<file path="config.mk">
export PLATFORM = sky130hd
export DESIGN_NAME = xmem_mapper
export DESIGN_NICKNAME = d
export VERILOG_FILES = /design/src/rtl/xmem_pkg.sv /design/src/rtl/xmem_decode.sv /design/src/rtl/xmem_ptr_regs.sv /design/src/rtl/xmem_mapper.sv
export SDC_FILE = /design/constraint.sdc
export NUM_CORES = 1
export LEC_CHECK = 0
export BUFFER_PORTS_ARGS = -buffer_cell sky130_fd_sc_hd__buf_2
export CAP_MARGIN = 0
export CORE_MARGIN = 8
export CORE_UTILIZATION = 44
export DETAILED_ROUTE_END_ITERATION = 7
export PLACE_DENSITY = 0.81
export SYNTH_ARGS = -nofsm -noshare
export SYNTH_HDL_FRONTEND = slang
export SYNTH_HIERARCHICAL = 1
export SYNTH_SLANG_ARGS = --single-unit
</file>
<file path="constraint.sdc">
create_clock -name clk_i -period 1.3 [get_ports clk_i]
set_input_delay 0.195 -clock clk_i [delete_from_list [all_inputs] [get_ports clk_i]]
set_output_delay 0.195 -clock clk_i [all_outputs]
set_load 0.005 [all_outputs]
</file>
<file path="src/rtl/xmem_pkg.sv">
package xmem_pkg;
  // bit positions the decode depends on
  localparam int unsigned BIT_ROMHI = 0;
  localparam int unsigned BIT_MEMSEL = 2;
  localparam int unsigned BIT_LOLD = 4;
  localparam int unsigned BIT_HILD = 5;
  localparam int unsigned BIT_XMEM = 11;
  localparam int unsigned BIT_WIN = 12;

  typedef struct packed {
    logic ld_lo;
    logic ld_hi;
    logic rom_sel;
    logic ram_sel;
  } dec_t;
endpackage

</file>
<file path="src/rtl/xmem_decode.sv">
module xmem_decode
  import xmem_pkg::*;
#(
  parameter int unsigned ADDR_W = 15
) (
  input  logic [ADDR_W-1:0] addr_i,
  input  logic              romsel_n_i,
  input  logic              m2_i,
  output dec_t              dec_o
);
  logic win;
  logic xmem;

  assign win  = romsel_n_i & addr_i[BIT_WIN] & m2_i;
  assign xmem = win & addr_i[BIT_XMEM];

  always_comb begin
    dec_o.ld_lo   = win & addr_i[BIT_LOLD];
    dec_o.ld_hi   = win & addr_i[BIT_HILD];
    dec_o.rom_sel = xmem & ~addr_i[BIT_MEMSEL];
    dec_o.ram_sel = xmem & addr_i[BIT_MEMSEL];
  end
endmodule

</file>
<file path="src/rtl/xmem_ptr_regs.sv">
module xmem_ptr_regs
  import xmem_pkg::*;
#(
  parameter int unsigned ADDR_W = 15,
  parameter int unsigned DATA_W = 8
) (
  input  logic              clk_i,
  input  logic              rst_ni,
  input  logic              m2_i,
  input  logic              romsel_n_i,
  input  logic [ADDR_W-1:0] addr_i,
  input  logic [DATA_W-1:0] data_i,
  output logic [DATA_W-1:0] lo_o,
  output logic [DATA_W-1:0] hi_o
);
  logic              m2_q;
  logic              romsel_s;
  logic [ADDR_W-1:0] addr_s;
  logic [DATA_W-1:0] data_s;
  logic              m2_fall;
  dec_t              dec_s;

  // bus snapshot tracks the bus while M2 is high, frozen when it drops
  always_ff @(posedge clk_i or negedge rst_ni) begin
    if (!rst_ni) begin
      m2_q     <= 1'b0;
      romsel_s <= 1'b0;
      addr_s   <= '0;
      data_s   <= '0;
    end else begin
      m2_q <= m2_i;
      if (m2_i) begin
        romsel_s <= romsel_n_i;
        addr_s   <= addr_i;
        data_s   <= data_i;
      end
    end
  end

  assign m2_fall = m2_q & ~m2_i;

  xmem_decode #(.ADDR_W(ADDR_W)) u_dec_s (
    .addr_i    (addr_s),
    .romsel_n_i(romsel_s),
    .m2_i      (1'b1),
    .dec_o     (dec_s)
  );

  // latch closure emulated at M2 fall
  always_ff @(posedge clk_i or negedge rst_ni) begin
    if (!rst_ni) begin
      lo_o <= '0;
      hi_o <= '0;
    end else if (m2_fall) begin
      if (dec_s.ld_lo) lo_o <= data_s;
      if (dec_s.ld_hi) hi_o <= data_s;
    end
  end

  logic unused_dec;
  assign unused_dec = dec_s.rom_sel ^ dec_s.ram_sel;
endmodule

</file>
<file path="src/rtl/xmem_mapper.sv">
module xmem_mapper
  import xmem_pkg::*;
#(
  parameter int unsigned ADDR_W = 15,
  parameter int unsigned DATA_W = 8,
  parameter int unsigned CHR_W  = 4,
  localparam int unsigned PTR_W  = 2 * DATA_W,
  localparam int unsigned XROM_W = PTR_W + 1
) (
  input  logic              clk_i,
  input  logic              rst_ni,
  input  logic              romsel_n_i,
  input  logic              m2_i,
  input  logic [ADDR_W-1:0] addr_i,
  input  logic              rw_i,
  input  logic [DATA_W-1:0] data_i,
  output logic [XROM_W-1:0] xrom_addr_o,
  output logic              xrom_cs_no,
  output logic [PTR_W-1:0]  xram_addr_o,
  output logic              xram_cs_no,
  output logic              xram_rw_o,
  output logic [CHR_W-1:0]  chr_bank_o
);
  dec_t              dec_live;
  logic [DATA_W-1:0] ptr_lo;
  logic [DATA_W-1:0] ptr_hi;

  xmem_decode #(.ADDR_W(ADDR_W)) u_dec_live (
    .addr_i    (addr_i),
    .romsel_n_i(romsel_n_i),
    .m2_i      (m2_i),
    .dec_o     (dec_live)
  );

  xmem_ptr_regs #(.ADDR_W(ADDR_W), .DATA_W(DATA_W)) u_ptr (
    .clk_i     (clk_i),
    .rst_ni    (rst_ni),
    .m2_i      (m2_i),
    .romsel_n_i(romsel_n_i),
    .addr_i    (addr_i),
    .data_i    (data_i),
    .lo_o      (ptr_lo),
    .hi_o      (ptr_hi)
  );

  assign xrom_addr_o = {addr_i[BIT_ROMHI], ptr_hi, ptr_lo};
  assign xram_addr_o = {ptr_hi, ptr_lo};
  assign xrom_cs_no  = ~dec_live.rom_sel;
  assign xram_cs_no  = ~dec_live.ram_sel;
  assign xram_rw_o   = dec_live.ram_sel ? rw_i : 1'b1;
  assign chr_bank_o  = ptr_hi[DATA_W-1 -: CHR_W];

  logic unused_ld;
  assign unused_ld = dec_live.ld_lo ^ dec_live.ld_hi;
endmodule

</file>
# Word level (Yosys, flattened, before mapping)
# Index checks and enable logic that the tools add are counted.
[op_classes]
n_mux = 1
bitwise = 13
n_reduce_logical = 2
[op_table]
columns = ["operator", "count"]
rows = [
  ["AND 1 bit", 9],
  ["inverter 1 bit", 4],
  ["AND reduction 2 bit", 2],
  ["two-way mux 1 bit", 1],
]
[totals]
reg_bits = 39
inputBits = 28
output_inout_bits = 40
wordCells = 22

# Longest topological paths before layout
# Gate-level depths: netlist (run 1).
[logic_depth]
depth_word = 5
ltp_mapped = 4
depth_no_buf = 4

# Hierarchy
# Netlist (run 1), hierarchy kept.
[by_module_without_submodules]
columns = ["mod", "n_inst", "cells_each", "area_each_um2", "seq_area_each_um2"]
rows = [
  ["xmem_ptr_regs", 1, 87, 1546.5, 1026.0],
  ["xmem_mapper", 1, 24, 171.4, 0.0],
  ["xmem_decode", 2, 5, 38.8, 0.0],
]

# Worst setup path after synthesis (run 1)
# Ideal clock, no wire load.
[synth_path]
path_type = "register to register"
startpoint = "register u_ptr.romsel_s"
endpoint = "register u_ptr.hi_o[0]"
setup_time_ns = 0.125
arrival_ns = 1.136
t_required_ns = 1.175
path_slack_ns = 0.039
path_stages_with_launch = 5
path_buffers = 0
synth_period_minus_slack_ns = 1.261
cell_sequence = "dfrtp_1 -> and3_4 -> and2_1 -> nand3b_4 -> mux2_2"
[synth_rtl]
columns = ["element", "line_no", "source"]
rows = [
  ["start, declared", "xmem_ptr_regs.sv:17", "logic romsel_s;"],
  ["start signal, assigned", "xmem_ptr_regs.sv:33", "romsel_s <= romsel_n_i;"],
  ["end signal, assigned", "xmem_ptr_regs.sv:56", "if (dec_s.ld_hi) hi_o <= data_s;"],
  ["end, declared", "xmem_ptr_regs.sv:14", "output logic [DATA_W-1:0] hi_o"],
]

==> impl_metrics.json, run 1 <==
{
  "multi_input_area_um2": 480,
  "total_power_mw": 2.41,
  "clock_latency_ns": 0.32,
  "path_clk_slew_ns": 0.09,
  "ios": 68,
  "powerDensity_nw_per_um2": 1500,
  "slew_headroom_pct": 58.3,
  "cp-start-kind": "flop",
  "rsz0062_at_grt": "true",
  "place_congestion": 0.676,
  "fin_ws_ns": -0.0275,
  "cts_root_buffer": "clkbuf_4",
  "detail-route-antenna-nets": 0,
  "fill_cells": 263,
  "worst_pin_slew_ns": 0.625,
  "postSynthCellCount": 93,
  "numClockSinks": 29,
  "vias_per_cell": 4.80,
  "arrival_ns": 1.53,
  "grt_antenna_before_repair": 0,
  "grt_max_degree": 30,
  "tritoncts": "built",
  "reg2reg_to": "u_ptr/lo_o[3]",
  "post-place-ws_ns": -0.0422,
  "path_max_fanout": 8,
  "slew_violations": 0,
  "min_period_ns": 1.33,
  "seq_area_um2": 726,
  "avgSynthCellArea_um2": 14.3,
  "status": "finished, violations left",
  "final_cells": 168,
  "skew_ns": 0.00492,
  "finalCritPeriodShare_pct": 102,
  "holdPathEnd": "u_ptr/data_s[2]",
  "grt_pass1_wl_mm": 4.30,
  "initialDrtViolationCount": 31,
  "crit_path_top_delay_cell": "dfrtp_1",
  "design_area_um2": 1600,
  "violations": "negative setup slack",
  "drive_above_1_share_pct": 72.6,
  "start_util_pct": 44.7,
  "die_y_um": 71.0,
  "timing.fmax_ghz": 0.753,
  "coreArea_um2": 2980,
  "reg2reg_from": "u_ptr/romsel_s",
  "clock_path_buffers": 2,
  "std_cell_rows": 20,
  "die-area_um2": 5050,
  "syn_area_um2": 1330,
  "endpoint_kind": "flop",
  "crit_path_cell_trace": "and3_4 -> and2_4 -> nand3b_4 -> mux2_4",
  "static-leakage-power_nw": 0.922,
  "yosysWarnings": 6,
  "hpwl_mm": 1.93,
  "port_buffers": 56,
  "holdPathStages": 2,
  "cts_setup_buffers": 0,
  "worstPathRequired_ns": 1.50,
  "firstDrtPassIters": 4,
  "r2r_cells": 4,
  "cts_max_level": 2,
  "max_cap_viol_count": 0,
  "area_delta_synth_final_pct": 20.4,
  "track_usage_pct": 10.9,
  "hold_path.class": "input pin to flop",
  "wl_per_cell_um": 15.4,
  "setup_viol": 16,
  "die_x_um": 71.0,
  "critPathTopFamily": "simple AND/OR/NAND/NOR gates",
  "hold_start": "data_i[2]",
  "r2r_slack_ns": -0.03,
  "numCtsBuffers": 5,
  "dp.cells": 159,
  "wirelength_mm": 2.58,
  "grt_pass1_vias": 908,
  "hold_violations": 0,
  "ir_worst_vdd_mv": 0.672,
  "placed_cell_area_um2": 1480,
  "vias": 807,
  "crit_type": "flop to flop",
  "nNetsFinal": 162,
  "path_buf_inv": 0,
  "drc_errors": 0,
  "slowest_delay_ns": 0.35,
  "syn-num-nets": 121,
  "grt-ovfl-total": 0,
  "diodes": 0
}
## cell type report
cell class	count	share of cell area (%)
clock inverters	2	0.624
repair buffers	58	18.6
well taps	33	2.57
inverters	2	0.468
clock buffers	6	2.57
multi-input cells	38	30.0
flip-flops and latches	29	45.2
## metrics by stage
stage                     TNS, ns  hold WS, ns  util, %
after detailed placement   -0.445        0.248     49.6
after floorplan                 0       -0.101        -
after global placement     -0.277        0.237     49.6
after CTS                  -0.343       0.0817     53.9
final                      -0.240       0.0970     53.9
after global routing       -0.820       0.0758     53.9
## where the power goes
part | switching (mW) | internal, mW | total [mW]
logic | 0.250 | 0.448 | 0.698
clock network | 0.298 | 0.205 | 0.504
registers | 0.130 | 1.08 | 1.21
## how the worst max path moves through the flow
stage                                 from       endpoint  slack [ns]  cells after the start
after detailed placement    u_ptr/romsel_s  u_ptr/lo_o[6]       -0.04                      4
after CTS                   u_ptr/romsel_s  u_ptr/lo_o[3]       -0.03                      4
after floorplan             u_ptr/romsel_s  u_ptr/hi_o[0]        0.05                      4
after global placement      u_ptr/romsel_s  u_ptr/hi_o[4]       -0.02                      4
final                       u_ptr/romsel_s  u_ptr/lo_o[3]       -0.03                      4
after global routing      u_ptr/addr_s[12]  u_ptr/hi_o[0]       -0.06                      4
## sequential cells by signal, summed over array words and instances (netlist names)
name	cells
u_ptr/hi_o	8
u_ptr/data_s	8
u_ptr/lo_o	8
u_ptr/addr_s	3
u_ptr/romsel_s	1
u_ptr/m2_q	1
## worst register-to-register path: stages, from the launching register on
cell and delay, ns:
dfrtp_1 0.35, and3_4 0.18, and2_4 0.14, nand3b_4 0.19, mux2_4 0.35
## layer usage
metal | global-route usage [%] | part of all wire [%]
met1 | 11.8 | 42
met2 | 16.5 | 44
met3 | 6.21 | 12
met4 | 5.54 | 1.9
met5 | 0 | 0
## layout by cell type (no fill, tap or decap), drive strengths merged
cell         instances
mux2                28
conb                 1
dfrtp               29
and2                 2
clkbuf               6
dlygate4sd3          1
buf                 57
nand3b               2
and3b                1
and3                 3
clkinv               2
inv                  2
nand2b               1
## what timing repair did
action / in CTS / in global routing
hold buffers: 1 / 0
pin swaps: 3 / 0
endpoints found under the setup margin: 16 / 16
resized for setup: 18 / 0
hold endpoints to repair: 29 / 0
Power figures use the tool's default switching activity.
==> run 2: changes to the inputs <==
==> constraint.sdc (replaced) <==
create_clock -name clk_i -period 1.3 [get_ports clk_i]
set_input_delay 0.26 -clock clk_i [delete_from_list [all_inputs] [get_ports clk_i]]
set_output_delay 0.26 -clock clk_i [all_outputs]
set_load 0.005 [all_outputs]
==> run 2 against run 1 <==
Largest power group unchanged. Wire length barely moved. Flip-flop and latch count did not move. Critical path depth did not move. Maximum frequency fell by 0.91%. Setup slack got worse by 0.012 ns. The flow still finishes with violations (negative setup slack). Sequential share of layout area fell by 0.14 points. Worst hold slack improved by 0.077 ns.
==> impl_metrics.json, run 2 (same netlist as run 1, synthesis figures left out) <==
{
  "reg2reg_from": "u_ptr/addr_s[12]",
  "cts_max_level": 2,
  "skew_ns": 0.00250,
  "static-leakage-power_nw": 0.921,
  "cts_root_buffer": "clkbuf_4",
  "wl_per_cell_um": 15.3,
  "vias": 817,
  "vias_per_cell": 4.83,
  "tritoncts": "built",
  "hold_path.class": "input pin to flop",
  "fin_ws_ns": -0.0396,
  "detail-route-antenna-nets": 0,
  "status": "finished, violations left",
  "drc_errors": 0,
  "wirelength_mm": 2.58,
  "crit_path_cell_trace": "and3_4 -> and2_4 -> nand3b_4 -> mux2_4",
  "ios": 68,
  "crit_path_top_delay_cell": "dfrtp_1",
  "initialDrtViolationCount": 40,
  "powerDensity_nw_per_um2": 1490,
  "port_buffers": 56,
  "grt_antenna_before_repair": 0,
  "rsz0062_at_grt": "true",
  "drive_above_1_share_pct": 71.3,
  "numCtsBuffers": 5,
  "die_x_um": 71.0,
  "mostFrequentLayoutCell": "buf_2",
  "top_regs": "u_ptr/data_s: 8 flops, u_ptr/hi_o: 8 flops, u_ptr/lo_o: 8 flops",
  "area_delta_synth_final_pct": 20.8,
  "layout_common_cells": "buf_2 (56), dfrtp_1 (29), mux2_4 (16)",
  "die-area_um2": 5050,
  "slew_headroom_pct": 57.7,
  "die_y_um": 71.0,
  "design_area_um2": 1610,
  "path_clk_slew_ns": 0.08,
  "place_congestion": 0.704,
  "slew_violations": 0,
  "placed_cell_area_um2": 1490,
  "worstPathRequired_ns": 1.50,
  "seq_area_um2": 726,
  "worst_pin_slew_ns": 0.634,
  "hold_start": "addr_i[4]",
  "cp-start-kind": "flop",
  "hpwl_mm": 1.93,
  "path_max_fanout": 8,
  "nNetsFinal": 163,
  "grt_pass1_vias": 958,
  "critPathLaunch": "u_ptr/addr_s[12]",
  "hold_violations": 0,
  "arrival_ns": 1.54,
  "slowest_delay_ns": 0.36,
  "finalCritPeriodShare_pct": 103,
  "setup_viol": 16,
  "fin_util_pct": 54.0,
  "min_period_ns": 1.34,
  "start_util_pct": 44.7,
  "coreArea_um2": 2980,
  "violations": "negative setup slack",
  "multi_input_area_um2": 480,
  "clock_path_buffers": 2,
  "grt_pass1_wl_mm": 4.49,
  "endpoint_kind": "flop",
  "firstDrtPassIters": 4,
  "track_usage_pct": 11.4,
  "max_cap_viol_count": 0,
  "ir_worst_vdd_mv": 0.598,
  "clock_latency_ns": 0.31,
  "std_cell_rows": 20,
  "fill_cells": 251,
  "grt-ovfl-total": 0,
  "timing.fmax_ghz": 0.746,
  "numClockSinks": 29,
  "crit_type": "flop to flop",
  "grt_max_degree": 30,
  "diodes": 0
}
## run 2: changes by cell type in the layout (fill, tap and decap cells not counted), sizes merged
| cell | previous run | this run |
|---|---|---|
| clkinv | 2 | 0 |
| clkbuf | 6 | 8 |
| buf | 57 | 58 |
## run 2: critical path: cells and delay by family, from the launching register on
| family | cells | cell delay (ns) |
|---|---|---|
| simple gates | 3 | 0.51 |
| mux | 1 | 0.35 |
| flops | 1 | 0.36 |
## run 2: per-stage QoR
| stage | power, mW | hold WS (ns) | worst slack (ns) | TNS [ns] | cells |
|---|---|---|---|---|---|
| global placement | 1.82 | 0.299 | -0.0187 | -0.263 | 160 |
| detailed placement | 1.85 | 0.324 | -0.0627 | -0.844 | 160 |
| CTS | 2.46 | 0.154 | -0.0700 | -0.936 | 169 |
| floorplan | 1.69 | -0.0356 | 0.0486 | 0 | 93 |
| global route | 2.59 | 0.146 | -0.112 | -1.65 | 169 |
| finish | 2.40 | 0.174 | -0.0396 | -0.538 | 169 |
## run 2: power by group
part	internal, mW	switching (mW)
clock network	0.215	0.275
registers	1.08	0.127
logic	0.450	0.251
## run 2: repair_timing
item                                   CTS  global route
hold buffers                             1             0
setup endpoints to repair               16            16
resized for setup                       18             0
setup buffers                            0             0
pin swaps                                1             2
endpoints found under the hold margin   29             0
## run 2: final timing paths
path	endpoint	slack, ns	cells past startpoint
setup / recovery	u_ptr/hi_o[5]	-0.04	4
hold / removal	u_ptr/addr_s[4]	0.17	2
setup reg to reg	u_ptr/hi_o[5]	-0.04	4
hold reg to reg	u_ptr/addr_s[4]	0.52	1
max in group asynchronous	u_ptr/hi_o[3]	0.39	2
min in group asynchronous	u_ptr/addr_s[5]	0.50	2
## run 2: final cells by class
class                   count  share of cell area, %
well taps                  33                   2.57
multi-input cells          38                   29.9
inverters                   2                  0.467
flip-flops and latches     29                   45.1
repair buffers             59                   19.0
clock buffers               8                   3.03
## run 2: routing by layer
layer | vias to the layer above | global-route usage, % | routed length [um]
li1 | 376 | - | -
met1 | 387 | 12.9 | 1080
met2 | 48 | 17.5 | 1150
met3 | 6 | 5.65 | 302
met4 | 0 | 5.54 | 52
met5 | - | 0 | 0
